--- config.mk ---
export PLATFORM = sky130hd
export DESIGN_NAME = trap_status_ctrl
export DESIGN_NICKNAME = d
export VERILOG_FILES = /design/src/rtl/trap_ctrl_pkg.sv /design/src/rtl/status_flags.sv /design/src/rtl/pc_redirect.sv /design/src/rtl/bus_lock_flag.sv /design/src/rtl/trap_status_ctrl.sv
export SDC_FILE = /design/constraint.sdc
export NUM_CORES = 1
export LEC_CHECK = 0
export CORE_UTILIZATION = 57
export DETAILED_ROUTE_END_ITERATION = 8
export DONT_BUFFER_PORTS = 1
export PLACE_DENSITY_LB_ADDON = 0.15
export SETUP_SLACK_MARGIN = 0.15
export SLEW_MARGIN = 20
export SYNTH_ARGS = -nofsm -noshare
export SYNTH_HDL_FRONTEND = slang
export SYNTH_SLANG_ARGS = --single-unit
--- constraint.sdc ---
create_clock -name clk -period 2 [get_ports clk]
set_input_delay 0.2 -clock clk [delete_from_list [all_inputs] [get_ports clk]]
set_output_delay 0.2 -clock clk [all_outputs]
set_load 0.01 [all_outputs]
--- src/rtl/trap_ctrl_pkg.sv ---
package trap_ctrl_pkg;

   typedef enum logic [1:0] {
      EV_NONE = 2'd0,
      EV_TRAP = 2'd1,
      EV_RET  = 2'd2,
      EV_SET  = 2'd3
   } status_ev_e;

   localparam int FLAG_CNT = 3;
   localparam int CY_IDX   = 0;
   localparam int IE_IDX   = 1;
   localparam int SM_IDX   = 2;

   // immediate bit that feeds each status flag
   function automatic int imm_bit_of(input int flag_idx);
      case (flag_idx)
         SM_IDX:  return 7;
         IE_IDX:  return 6;
         default: return 0;
      endcase
   endfunction

   // trap beats return, return beats set-status
   function automatic status_ev_e pick_event(input logic trap, input logic ret,
                                             input logic setst);
      if (trap)       return EV_TRAP;
      else if (ret)   return EV_RET;
      else if (setst) return EV_SET;
      else            return EV_NONE;
   endfunction

endpackage

--- src/rtl/status_flags.sv ---
module status_flags
   import trap_ctrl_pkg::*;
#(
   parameter int IMM_W = 8
) (
   input  logic                clk,
   input  logic                rst_n,
   input  status_ev_e          ev_i,
   input  logic [IMM_W-1:0]    imm_i,
   output logic [FLAG_CNT-1:0] live_o,
   output logic [FLAG_CNT-1:0] shadow_o
);

   if (IMM_W < 8) begin : g_bad_imm
      $error("status_flags: IMM_W must be at least 8");
   end

   for (genvar i = 0; i < FLAG_CNT; i++) begin : g_flag
      localparam int  IMM_POS = imm_bit_of(i);
      localparam bit  KEEP_ON_TRAP = (i == SM_IDX);
      logic live_q;
      logic shadow_q;

      always_ff @(posedge clk) begin
         if (!rst_n) begin
            live_q   <= 1'b0;
            shadow_q <= 1'b0;
         end else begin
            case (ev_i)
               EV_TRAP: begin
                  shadow_q <= live_q;
                  live_q   <= KEEP_ON_TRAP ? live_q : 1'b0;
               end
               EV_RET:  live_q <= shadow_q;
               EV_SET:  live_q <= live_q | imm_i[IMM_POS];
               default: ;
            endcase
         end
      end

      assign live_o[i]   = live_q;
      assign shadow_o[i] = shadow_q;
   end


   trap_flags_chk: assert property (@(posedge clk) disable iff (!rst_n)
      (ev_i == EV_TRAP) |=> (!live_o[IE_IDX] && !live_o[CY_IDX] &&
                             live_o[SM_IDX] == $past(live_o[SM_IDX])));

   trap_shadow_chk: assert property (@(posedge clk) disable iff (!rst_n)
      (ev_i == EV_TRAP) |=> (shadow_o == $past(live_o)));

   ret_restore_chk: assert property (@(posedge clk) disable iff (!rst_n)
      (ev_i == EV_RET) |=> (live_o == $past(shadow_o)));

   set_no_clear_chk: assert property (@(posedge clk) disable iff (!rst_n)
      (ev_i == EV_SET) |=> ((live_o & $past(live_o)) == $past(live_o)));

endmodule

--- src/rtl/pc_redirect.sv ---
module pc_redirect #(
   parameter int          ADDR_W      = 32,
   parameter int          NUM_W       = 4,
   parameter int unsigned VEC_BASE    = 'h100,
   parameter int          VEC_STRIDE  = 4,
   parameter int          INSTR_BYTES = 4
) (
   input  logic              clk,
   input  logic              rst_n,
   input  logic              do_trap_i,
   input  logic              do_ret_i,
   input  logic [NUM_W-1:0]  num_i,
   input  logic [ADDR_W-1:0] cur_pc_i,
   output logic              redir_valid_o,
   output logic [ADDR_W-1:0] redir_pc_o
);

   localparam int          STRIDE_SH  = $clog2(VEC_STRIDE);
   localparam logic [ADDR_W-1:0] ALIGN_MASK = ADDR_W'(INSTR_BYTES - 1);
   localparam logic [ADDR_W-1:0] BASE_ADDR  = ADDR_W'(VEC_BASE);
   localparam logic [ADDR_W-1:0] STEP       = ADDR_W'(INSTR_BYTES);

   if ((1 << STRIDE_SH) != VEC_STRIDE) begin : g_bad_stride
      $error("pc_redirect: VEC_STRIDE must be a power of two");
   end
   if ((INSTR_BYTES & (INSTR_BYTES - 1)) != 0) begin : g_bad_step
      $error("pc_redirect: INSTR_BYTES must be a power of two");
   end
   if (NUM_W + STRIDE_SH > ADDR_W) begin : g_bad_num
      $error("pc_redirect: vector offset wider than address");
   end

   logic [ADDR_W-1:0] bpc_q;
   logic [ADDR_W-1:0] slot_addr;

   assign slot_addr = BASE_ADDR + (ADDR_W'(num_i) << STRIDE_SH);

   always_ff @(posedge clk) begin
      if (!rst_n) begin
         bpc_q         <= '0;
         redir_valid_o <= 1'b0;
         redir_pc_o    <= '0;
      end else begin
         redir_valid_o <= do_trap_i | do_ret_i;
         if (do_trap_i) begin
            bpc_q      <= cur_pc_i + STEP;
            redir_pc_o <= slot_addr;
         end else if (do_ret_i) begin
            redir_pc_o <= bpc_q & ~ALIGN_MASK;
         end
      end
   end


   ret_align_chk: assert property (@(posedge clk) disable iff (!rst_n)
      (do_ret_i && !do_trap_i) |=> (redir_valid_o && (redir_pc_o & ALIGN_MASK) == '0));

   trap_bpc_chk: assert property (@(posedge clk) disable iff (!rst_n)
      do_trap_i |=> (bpc_q == $past(cur_pc_i) + STEP));

   idle_valid_chk: assert property (@(posedge clk) disable iff (!rst_n)
      (!do_trap_i && !do_ret_i) |=> !redir_valid_o);

endmodule

--- src/rtl/bus_lock_flag.sv ---
module bus_lock_flag #(
   parameter bit CLEAR_WINS = 1'b1
) (
   input  logic clk,
   input  logic rst_n,
   input  logic set_i,
   input  logic clr_i,
   output logic lock_o
);

   logic nxt;

   if (CLEAR_WINS) begin : g_clr_first
      always_comb begin
         nxt = lock_o;
         if (clr_i)      nxt = 1'b0;
         else if (set_i) nxt = 1'b1;
      end
   end else begin : g_set_first
      always_comb begin
         nxt = lock_o;
         if (set_i)      nxt = 1'b1;
         else if (clr_i) nxt = 1'b0;
      end
   end

   always_ff @(posedge clk) begin
      if (!rst_n) lock_o <= 1'b0;
      else        lock_o <= nxt;
   end


   unlock_clr_chk: assert property (@(posedge clk) disable iff (!rst_n)
      (clr_i && CLEAR_WINS) |=> !lock_o);

   lock_set_chk: assert property (@(posedge clk) disable iff (!rst_n)
      (set_i && !clr_i) |=> lock_o);

endmodule

--- src/rtl/trap_status_ctrl.sv ---
module trap_status_ctrl
   import trap_ctrl_pkg::*;
#(
   parameter int          ADDR_W      = 32,
   parameter int          NUM_W       = 4,
   parameter int          IMM_W       = 8,
   parameter int unsigned VEC_BASE    = 'h100,
   parameter int          VEC_STRIDE  = 4,
   parameter int          INSTR_BYTES = 4
) (
   input  logic              clk,
   input  logic              rst_n,
   input  logic              trap_i,
   input  logic [NUM_W-1:0]  trap_num_i,
   input  logic              ret_i,
   input  logic              setst_i,
   input  logic [IMM_W-1:0]  setst_imm_i,
   input  logic              lock_i,
   input  logic              unlock_i,
   input  logic [ADDR_W-1:0] cur_pc_i,
   output logic              stk_mode_o,
   output logic              int_en_o,
   output logic              carry_o,
   output logic              redir_valid_o,
   output logic [ADDR_W-1:0] redir_pc_o,
   output logic              lock_o
);

   status_ev_e          ev;
   logic [FLAG_CNT-1:0] live;
   logic [FLAG_CNT-1:0] shadow;

   assign ev = pick_event(trap_i, ret_i, setst_i);

   status_flags #(.IMM_W(IMM_W)) u_flags (
      .clk      (clk),
      .rst_n    (rst_n),
      .ev_i     (ev),
      .imm_i    (setst_imm_i),
      .live_o   (live),
      .shadow_o (shadow)
   );

   pc_redirect #(
      .ADDR_W      (ADDR_W),
      .NUM_W       (NUM_W),
      .VEC_BASE    (VEC_BASE),
      .VEC_STRIDE  (VEC_STRIDE),
      .INSTR_BYTES (INSTR_BYTES)
   ) u_redir (
      .clk           (clk),
      .rst_n         (rst_n),
      .do_trap_i     (ev == EV_TRAP),
      .do_ret_i      (ev == EV_RET),
      .num_i         (trap_num_i),
      .cur_pc_i      (cur_pc_i),
      .redir_valid_o (redir_valid_o),
      .redir_pc_o    (redir_pc_o)
   );

   bus_lock_flag #(.CLEAR_WINS(1'b1)) u_lock (
      .clk    (clk),
      .rst_n  (rst_n),
      .set_i  (lock_i),
      .clr_i  (unlock_i),
      .lock_o (lock_o)
   );

   assign stk_mode_o = live[SM_IDX];
   assign int_en_o   = live[IE_IDX];
   assign carry_o    = live[CY_IDX];


   trap_over_ret_chk: assert property (@(posedge clk) disable iff (!rst_n)
      (trap_i && ret_i) |=> (!int_en_o && !carry_o));

   trap_vec_chk: assert property (@(posedge clk) disable iff (!rst_n)
      trap_i |=> (redir_valid_o &&
                  redir_pc_o == ADDR_W'(VEC_BASE) + ADDR_W'($past(trap_num_i)) * ADDR_W'(VEC_STRIDE)));


   always_ff @(posedge clk) begin
      if (!rst_n) begin
         rst_state_chk: assert ($past(rst_n) || (!lock_o && !redir_valid_o &&
                                live == '0) || $isunknown(live) || $isunknown(lock_o));
      end
   end

endmodule

After elaboration in Yosys (flattened, before gate mapping)
Index checks and enable logic that the tools add are counted.
{"block": "classes", "n_eq_ne": 3, "muxes": 8, "n_reduce_logical": 4, "bitwise": 5, "addsub": 2}
{"operator": "$mux 32", "count": 2}
{"operator": "$add 32x3->32 const B", "count": 1}
{"operator": "$add 9x6->10 const A", "count": 1}
{"operator": "$mux 2", "count": 3}
{"operator": "$pmux 1 s3", "count": 2}
{"operator": "$eq 2x2->1 const B", "count": 2}
{"operator": "$or 1x1->1", "count": 4}
{"operator": "$reduce_bool 2->1", "count": 2}
{"operator": "$reduce_bool 3->1", "count": 1}
{"operator": "$eq 2x1->1 const B", "count": 1}
{"operator": "$pmux 1 s2", "count": 1}
{"operator": "$reduce_or 2->1", "count": 1}
{"operator": "$not 1->1", "count": 1}
{"block": "word_totals", "output_inout_bits": 37, "regBits": 72, "inputBits": 51, "wordCells": 32}

Logic depth before layout (Yosys ltp)
Gate-level depths: netlist (run 1).
{"block": "logic_depth", "depth_word": 6, "ltp_mapped": 9, "depth_no_buf": 8}

By module
From an unflattened synthesis (run 1), not the netlist that was laid out.
{"block": "unflattened", "cells_unflattened": 349, "hier_area_um2": 3086.7}
{"module": "pc_redirect", "seq_area_each_um2": 1221.2, "area_per_inst_um2": 2713.9, "n_inst": 1, "cells_per_inst": 307}
{"module": "status_flags", "seq_area_each_um2": 120.1, "area_per_inst_um2": 310.3, "n_inst": 1, "cells_per_inst": 33}
{"module": "bus_lock_flag", "seq_area_each_um2": 20.0, "area_per_inst_um2": 36.3, "n_inst": 1, "cells_per_inst": 3}
{"module": "trap_status_ctrl", "seq_area_each_um2": 0.0, "area_per_inst_um2": 26.3, "n_inst": 1, "cells_per_inst": 6}

Least setup slack after synthesis (run 1)
OpenSTA, ideal clock, no wires.
{"block": "synth_path", "path_type": "in2reg", "from": "in setst_i", "to": "reg u_redir.redir_pc_o[15]", "required_time_ps": 1930, "setup_ps": 70, "arrival_time_ps": 1776, "setup_slack_ps": 153, "n_path_buf": 3, "cell_stages": 8, "path_cell_list": "nor2_1 -> or2_2 -> ha_1 -> clkbuf_1 -> clkbuf_1 -> clkbuf_1 -> nand3_1 -> a21oi_1"}
{"block": "synth_via", "elab_chain_cells": 5, "word_cells_on_any_way": 7, "cone_classes": "eq/ne (2); mux (4); reduce/logical (1)"}
{"element": "from (decl)", "line_no": "trap_status_ctrl.sv:16", "text": "input logic setst_i,"}
{"element": "$mux 2 (*)", "line_no": "trap_ctrl_pkg.sv:29", "text": "else if (setst) return EV_SET;"}
{"element": "$mux 2 (*)", "line_no": "trap_ctrl_pkg.sv:28", "text": "else if (ret) return EV_RET;"}
{"element": "$mux 2 (*)", "line_no": "trap_ctrl_pkg.sv:27", "text": "if (trap) return EV_TRAP;"}
{"element": "$eq 2x1->1 / $eq 2x2->1 (equally long branches)", "line_no": "trap_status_ctrl.sv:53, trap_status_ctrl.sv:54"}
{"element": "$mux 32 / $reduce_bool 2->1 (equally long branches)"}
{"element": "to (signal assigned)", "line_no": "pc_redirect.sv:47", "text": "redir_pc_o <= slot_addr;"}
{"element": "to (signal assigned)", "line_no": "pc_redirect.sv:49", "text": "redir_pc_o <= bpc_q & ~ALIGN_MASK;"}
{"element": "to (decl)", "line_no": "pc_redirect.sv:15", "text": "output logic [ADDR_W-1:0] redir_pc_o"}
Every way passes the cells marked *; elsewhere a longest branch is shown, timed or not.
A chain may end at the register's enable or synchronous reset.

Final worst setup path (run 1)
{"block": "layout_path", "from": "in ret_i", "to": "reg u_redir.redir_pc_o[27]"}
{"block": "layout_via", "elab_chain_cells": 4, "word_cells_on_any_way": 6, "cone_classes": "eq/ne (2); mux (3); reduce/logical (1)"}
{"element": "from (decl)", "line_no": "trap_status_ctrl.sv:15", "text": "input logic ret_i,"}
{"element": "$mux 2 (*)", "line_no": "trap_ctrl_pkg.sv:28"}
{"element": "$mux 2 (*)", "line_no": "trap_ctrl_pkg.sv:27"}
{"element": "$eq 2x1->1 / $eq 2x2->1 (equally long branches)", "line_no": "trap_status_ctrl.sv:53, trap_status_ctrl.sv:54"}
{"element": "$mux 32 / $reduce_bool 2->1 (equally long branches)"}
Marked as above.

==> results.cfg, run 1 <==
[power]
p_clk_frac = 0.365
p_comb_frac = 0.119
seqPwrFrac = 0.516
ir_drop_mv = 0.450
power_density_mw_per_mm2 = 849
p_sw_mw = 0.789
p_sw_frac = 0.267
p_leak_nw = 1.22
p_int_mw = 2.17

[clocking]
clock_path_buffers = 2
cts.sinks = 68
cts.clk_slew.worst_paths_ns = 0.07
numCtsBuffers = 9
cts_tree = done
clock-root-buffer = clkbuf_8
cts_setup_buffers = 0
h-tree-depth = 3
clk_latency_ns = 0.33

[job]
cap_violations = 0

[synthesis]
syn_avg_cell_area_um2 = 8.27
synth_top_family_by_area = simple AND/OR/NAND/NOR gates
synth-compound-area-share = 0.186
yosys_warnings = 0
synth_area_leaders = dfxtp_1 42%, a21oi_1 5.9%, o21ai_0 4.8%
synth_edf_count = 0
yosys.area_share.simple = 0.263
synth_top_cell_by_area = dfxtp_1
netlist.area_leader.share = 0.421
synth.area.mux_share = 0.0186
synth-seq-cells = 68
synthAdderAreaFrac = 0.0193
synthArstFlopShare = 0
synthXorXnorAreaFrac = 0.0298
netlist_area_mm2 = 0.00323
ys_seq_area_frac = 0.421
synth_cell_type_count = 41
postSynthCellCount = 391
ys.flop_type = dfxtp_1

[global_routing]
antenna_found_initial = 0
grt_pass1_wl_um = 12100
first_global_vias = 2422
grt_max_degree = 54
grt.total_usage = 0.259
grt-ovfl-total = 0

[setup_path]
slowest_stage = nor2b_1
required_ns = 2.27
crit_chain = inv_1 > a21oi_1 > inv_1 > ha_2 > nor2b_1 > a21oi_1 > nor2_1
critical_path_arrival_ns = 1.60
crit_fanout = 11
crit_type = in2reg
cpLargestDelayFamily = simple AND/OR/NAND/NOR gates
cp-end-kind = flip-flop
slowest_delay_ns = 0.47
start_kind = input port
path_buf_inv = 2

[floorplanning]
rows = 27
io_pins = 88
die_w_um = 77.3
core_mm2 = 0.00547
die_h_um = 77.3
start_util = 0.591
dieArea_mm2 = 0.00598

[layout]
drive_gt1_frac = 0.0724
antenna_cells = 0
fin_util = 0.637
final_common_cell = dfxtp_1
fin_nets = 438
fin_cells = 459
final_cell_mix = 68 x dfxtp_1, 38 x a21oi_1, 31 x o21ai_0, 28 x nor2_1, 26 x nand3_1
syn2layout_area_growth_pct = 7.89

[timing]
rsz0062_at_grt = false
tightest_slew_ns = 0.655
min_period_ns = 1.33
final-setup-viol-count = 0
finClkSkew_ns = 0.00549
max-slew-margin-rel = 0.561
max_freq_mhz = 752
finalMaxSlewViolations = 0
hold_viol = 0
hold_slack_ns = 0.0160
tns_ns = 0
fin_crit_sh = 0.665

[detailed_routing]
drt-pass1-iter-count = 4
drc_errors = 0
wl_per_cell_um = 16.0
viasPerCell = 5.95
drt_iter0_drc = 148
routed_wl_um = 7340
antenna_left = 0
vias = 2729

[place]
io_buffers = 0
dp_hpwl_um = 4930
gp_congestion = 0.835
dp_cells = 438

[hold_path]
hold_path_class = in2reg

[status]
status = finished clean
## metal layers
metal	vias to the layer above	routed length, µm	track usage
li1	1388	-	-
met5	-	0	0
met2	79	3140	0.377
met3	9	486	0.0679
met4	0	104	0.102
met1	1253	3610	0.363
## cell families after synthesis
group / count (synthesis)
AND/OR/NAND/NOR: 151
AO/OA/AOI/OAI: 103
flip-flops: 68
buffers and inverters: 46
XOR/XNOR: 11
multiplexers: 6
adder cells (fa/ha/maj): 5
other: 1
## layout make-up
cell class	count	area (µm²)
inverter	14	52.6
fill	496	1980
tap	72	90.1
clock inverter	5	52.6
sequential	68	1360
clock buffer	11	131
timing repair buffer	11	120
multi-input combinational	278	1680
## power by group through the flow
stage | registers [mW] | clock network [mW] | logic (mW)
floorplan | 1.54 | 0 | 0.287
global placement | 1.56 | 0 | 0.331
detailed placement | 1.56 | 0 | 0.338
CTS | 1.53 | 1.09 | 0.353
global route | 1.54 | 1.15 | 0.403
finish | 1.53 | 1.08 | 0.354
## path summary, 6_finish.rpt
check / startpoint / endpoint / slack (ns) / depth (start not counted)
setup / recovery: ret_i / u_redir.redir_pc_o[27]$_SDFFE_PN0P_ / 0.67 / 7
hold / removal: rst_n / u_redir.bpc_q[11]$_SDFFE_PN0P_ / 0.02 / 2
hold reg to reg: u_redir.bpc_q[6]$_SDFFE_PN0P_ / u_redir.redir_pc_o[6]$_SDFFE_PN0P_ / 0.48 / 2
setup reg to reg: u_redir.bpc_q[2]$_SDFFE_PN0P_ / u_redir.redir_pc_o[2]$_SDFFE_PN0P_ / 1.19 / 2
## flip-flops by register name, indices dropped and copies added, names as in the netlist
| signal | flops |
|---|---|
| u_redir.bpc_q | 30 |
| u_redir.redir_pc_o | 30 |
| u_flags.g_flag.live_q | 3 |
| u_flags.g_flag.shadow_q | 3 |
| u_lock.lock_o | 1 |
| u_redir.redir_valid_o | 1 |
## synthesized netlist by cell type (3+ instances only)
cell      number
inv_1         12
a21oi_1       38
a31oi_1       11
clkbuf_1      22
and4_1         5
o21ai_0       31
nor2_1        28
or3_1          6
o311a_1        5
xor2_1         8
mux2i_1        6
buf_4          3
nand4_1       12
nor2b_1       10
xnor2_1        3
ha_1           5
nand2_1       12
or4_1          5
dfxtp_1       68
nor4_1         7
a211oi_1      11
nor3_1         9
buf_2          5
o31ai_1        5
and3_1         3
nand3_1       26
nand2b_1      18
## metrics by stage
stage / instance area, µm² / total power, mW / setup WS (ns)
global route: 3490 / 3.09 / 0.449
global placement: 3250 / 1.89 / 0.400
detailed placement: 3250 / 1.89 / 0.333
floorplan: 3240 / 1.82 / 0.153
finish: 3490 / 2.96 / 0.670
CTS: 3490 / 2.97 / 0.677
## what timing repair did
action / CTS / global route
gates resized for setup: 0 / 0
hold buffers: 5 / 0
endpoints found under the hold margin: 11 / 0
No activity file was read; power rests on OpenSTA's default activity.
==> inputs of run 2 (changes only) <==
- clock period: 2 -> 1.2 ns (I/O delays scaled with it)
==> run 2 against run 1 <==
Compared with the run above:
- the run now ends with hold timing left
- sequential power rose by 67%
- total power rose by 77%
- critical path depth fell by 2
- clock power rose by 77%
- via count rose by 9.2%
- count of clock-buffer cells in the layout did not move
- clock skew rose by 0.0015 ns
- core utilization rose by 9.6 points
- non-clock buffer count rose by 34
==> results.cfg, run 2 (same netlist as run 1, synthesis figures left out) <==
[detailed_routing]
drc_errors = 0
routed_wl_um = 8200
vias = 2980
wl_per_cell_um = 16.6
viasPerCell = 6.04
antenna_left = 0
drt_iter0_drc = 183
drt-pass1-iter-count = 4

[place]
gp_congestion = 0.838
io_buffers = 0
place_ws_ns = -0.324
dp_cells = 461
dp_hpwl_um = 5530

[clocking]
clk_latency_ns = 0.35
cts.sinks = 68
cts_tree = done
clock-root-buffer = clkbuf_8
clock_path_buffers = 2
cts.clk_slew.worst_paths_ns = 0.08
numCtsBuffers = 9
h-tree-depth = 3

[timing]
min_period_ns = 1.07
finClkSkew_ns = 0.00702
final-setup-viol-count = 0
hold_viol = 7
finalMaxSlewViolations = 0
setup_ws_ns = 0.135
rsz0062_at_grt = true
fin_crit_sh = 0.888
hold_slack_ns = -0.0678
max_freq_mhz = 939

[floorplanning]
die_w_um = 77.3
die_h_um = 77.3
dieArea_mm2 = 0.00598
start_util = 0.591
core_mm2 = 0.00547
io_pins = 88
rows = 27

[setup_path]
crit_fanout = 6
crit_chain = ha_4 > and4_4 > nand4_4 > or4_1 > a31oi_1
slowest_stage = or4_1
critical_path_arrival_ns = 1.33
cp-end-kind = flip-flop
cpLargestDelayFamily = simple AND/OR/NAND/NOR gates
path_buf_inv = 0
slowest_delay_ns = 0.53
required_ns = 1.47
crit_type = in2reg
start_kind = input port

[layout]
drive_gt1_frac = 0.219
final_common_cell = dfxtp_1
final_cell_mix = 68 x dfxtp_1, 29 x a21oi_1, 26 x nor2_1, 25 x buf_4, 22 x nand3_1
fin_util = 0.733
antenna_cells = 0
fill_cells = 435
fin_nets = 472
syn2layout_area_growth_pct = 24.1
top_regs = u_redir.bpc_q x30, u_redir.redir_pc_o x30
fin_cells = 493

[global_routing]
grt-ovfl-total = 0
first_global_vias = 2705
grt.total_usage = 0.278
grt_pass1_wl_um = 13000
grt_max_degree = 54
antenna_found_initial = 0

[status]
violations = hold timing
status = finished with violations

[power]
power_density_mw_per_mm2 = 1310
p_leak_nw = 1.41
ir_drop_mv = 0.958

[job]
cap_violations = 0

[hold_path]
hold_path_class = in2reg
run 2: cell types whose count changed in the layout (fill, tap and decap cells not counted), sizes merged:
| cell | previous run | this run |
|---|---|---|
| dlygate4sd3 | 5 | 14 |
| buf | 6 | 31 |
| clkinv | 5 | 4 |
| inv | 12 | 13 |
run 2: report_power, final:
group	internal, mW	switching (mW)
Combinational	0.369	0.419
Sequential	2.42	0.137
Clock	1.02	0.885
run 2: worst register-to-register path, stage by stage, from the launching register on:
cell and delay, ns:
dfxtp_1 0.36, a21oi_1 0.07, nor2_1 0.09, nor2_1 0.04, nor3_1 0.18
run 2: repair_timing:
item	in CTS	in global routing
hold buffers	4	11
pin swaps	0	1
setup buffers	0	1
gates resized for setup	1	6
hold endpoints to repair	29	26
endpoints found under the setup margin	8	18
run 2: worst paths after layout:
| check | start | endpoint | slack, ns | cells after the start |
|---|---|---|---|---|
| max | cur_pc_i[2] | u_redir.bpc_q[22]$_SDFFE_PN0P_ | 0.13 | 5 |
| min | cur_pc_i[23] | u_redir.bpc_q[23]$_SDFFE_PN0P_ | -0.07 | 2 |
| max reg2reg | u_flags.g_flag[0].shadow_q$_SDFFE_PN0P_ | u_flags.g_flag[0].live_q$_SDFFE_PN0P_ | 0.38 | 4 |
| min reg2reg | u_redir.bpc_q[19]$_SDFFE_PN0P_ | u_redir.redir_pc_o[19]$_SDFFE_PN0P_ | 0.48 | 2 |
run 2: routing by layer:
metal,vias to the layer above,share of wire,GRT usage
met5,-,0,0
met4,0,0.019,0.126
li1,1463,-,-
met2,112,0.44,0.413
met3,15,0.074,0.0631
met1,1390,0.46,0.380
run 2: per-stage QoR:
step	area [µm²]	setup TNS, ns	total power, mW
6_report	4010	0	5.25
2_1_floorplan	3580	-4.06	3.23
4_1_cts	3860	0	5.21
5_1_grt	4010	0	5.46
3_5_place_dp	3620	-7.46	3.31
3_3_place_gp	3620	-5.64	3.29
run 2: area by class of cell:
cell class,instances,area [µm²],share of cell area
tap,72,90.1,0.0225
timing repair buffer,45,439,0.109
clock buffer,11,141,0.0352
multi-input combinational,278,1870,0.465
sequential,68,1360,0.339
clock inverter,5,60.1,0.0150
inverter,14,53.8,0.0134
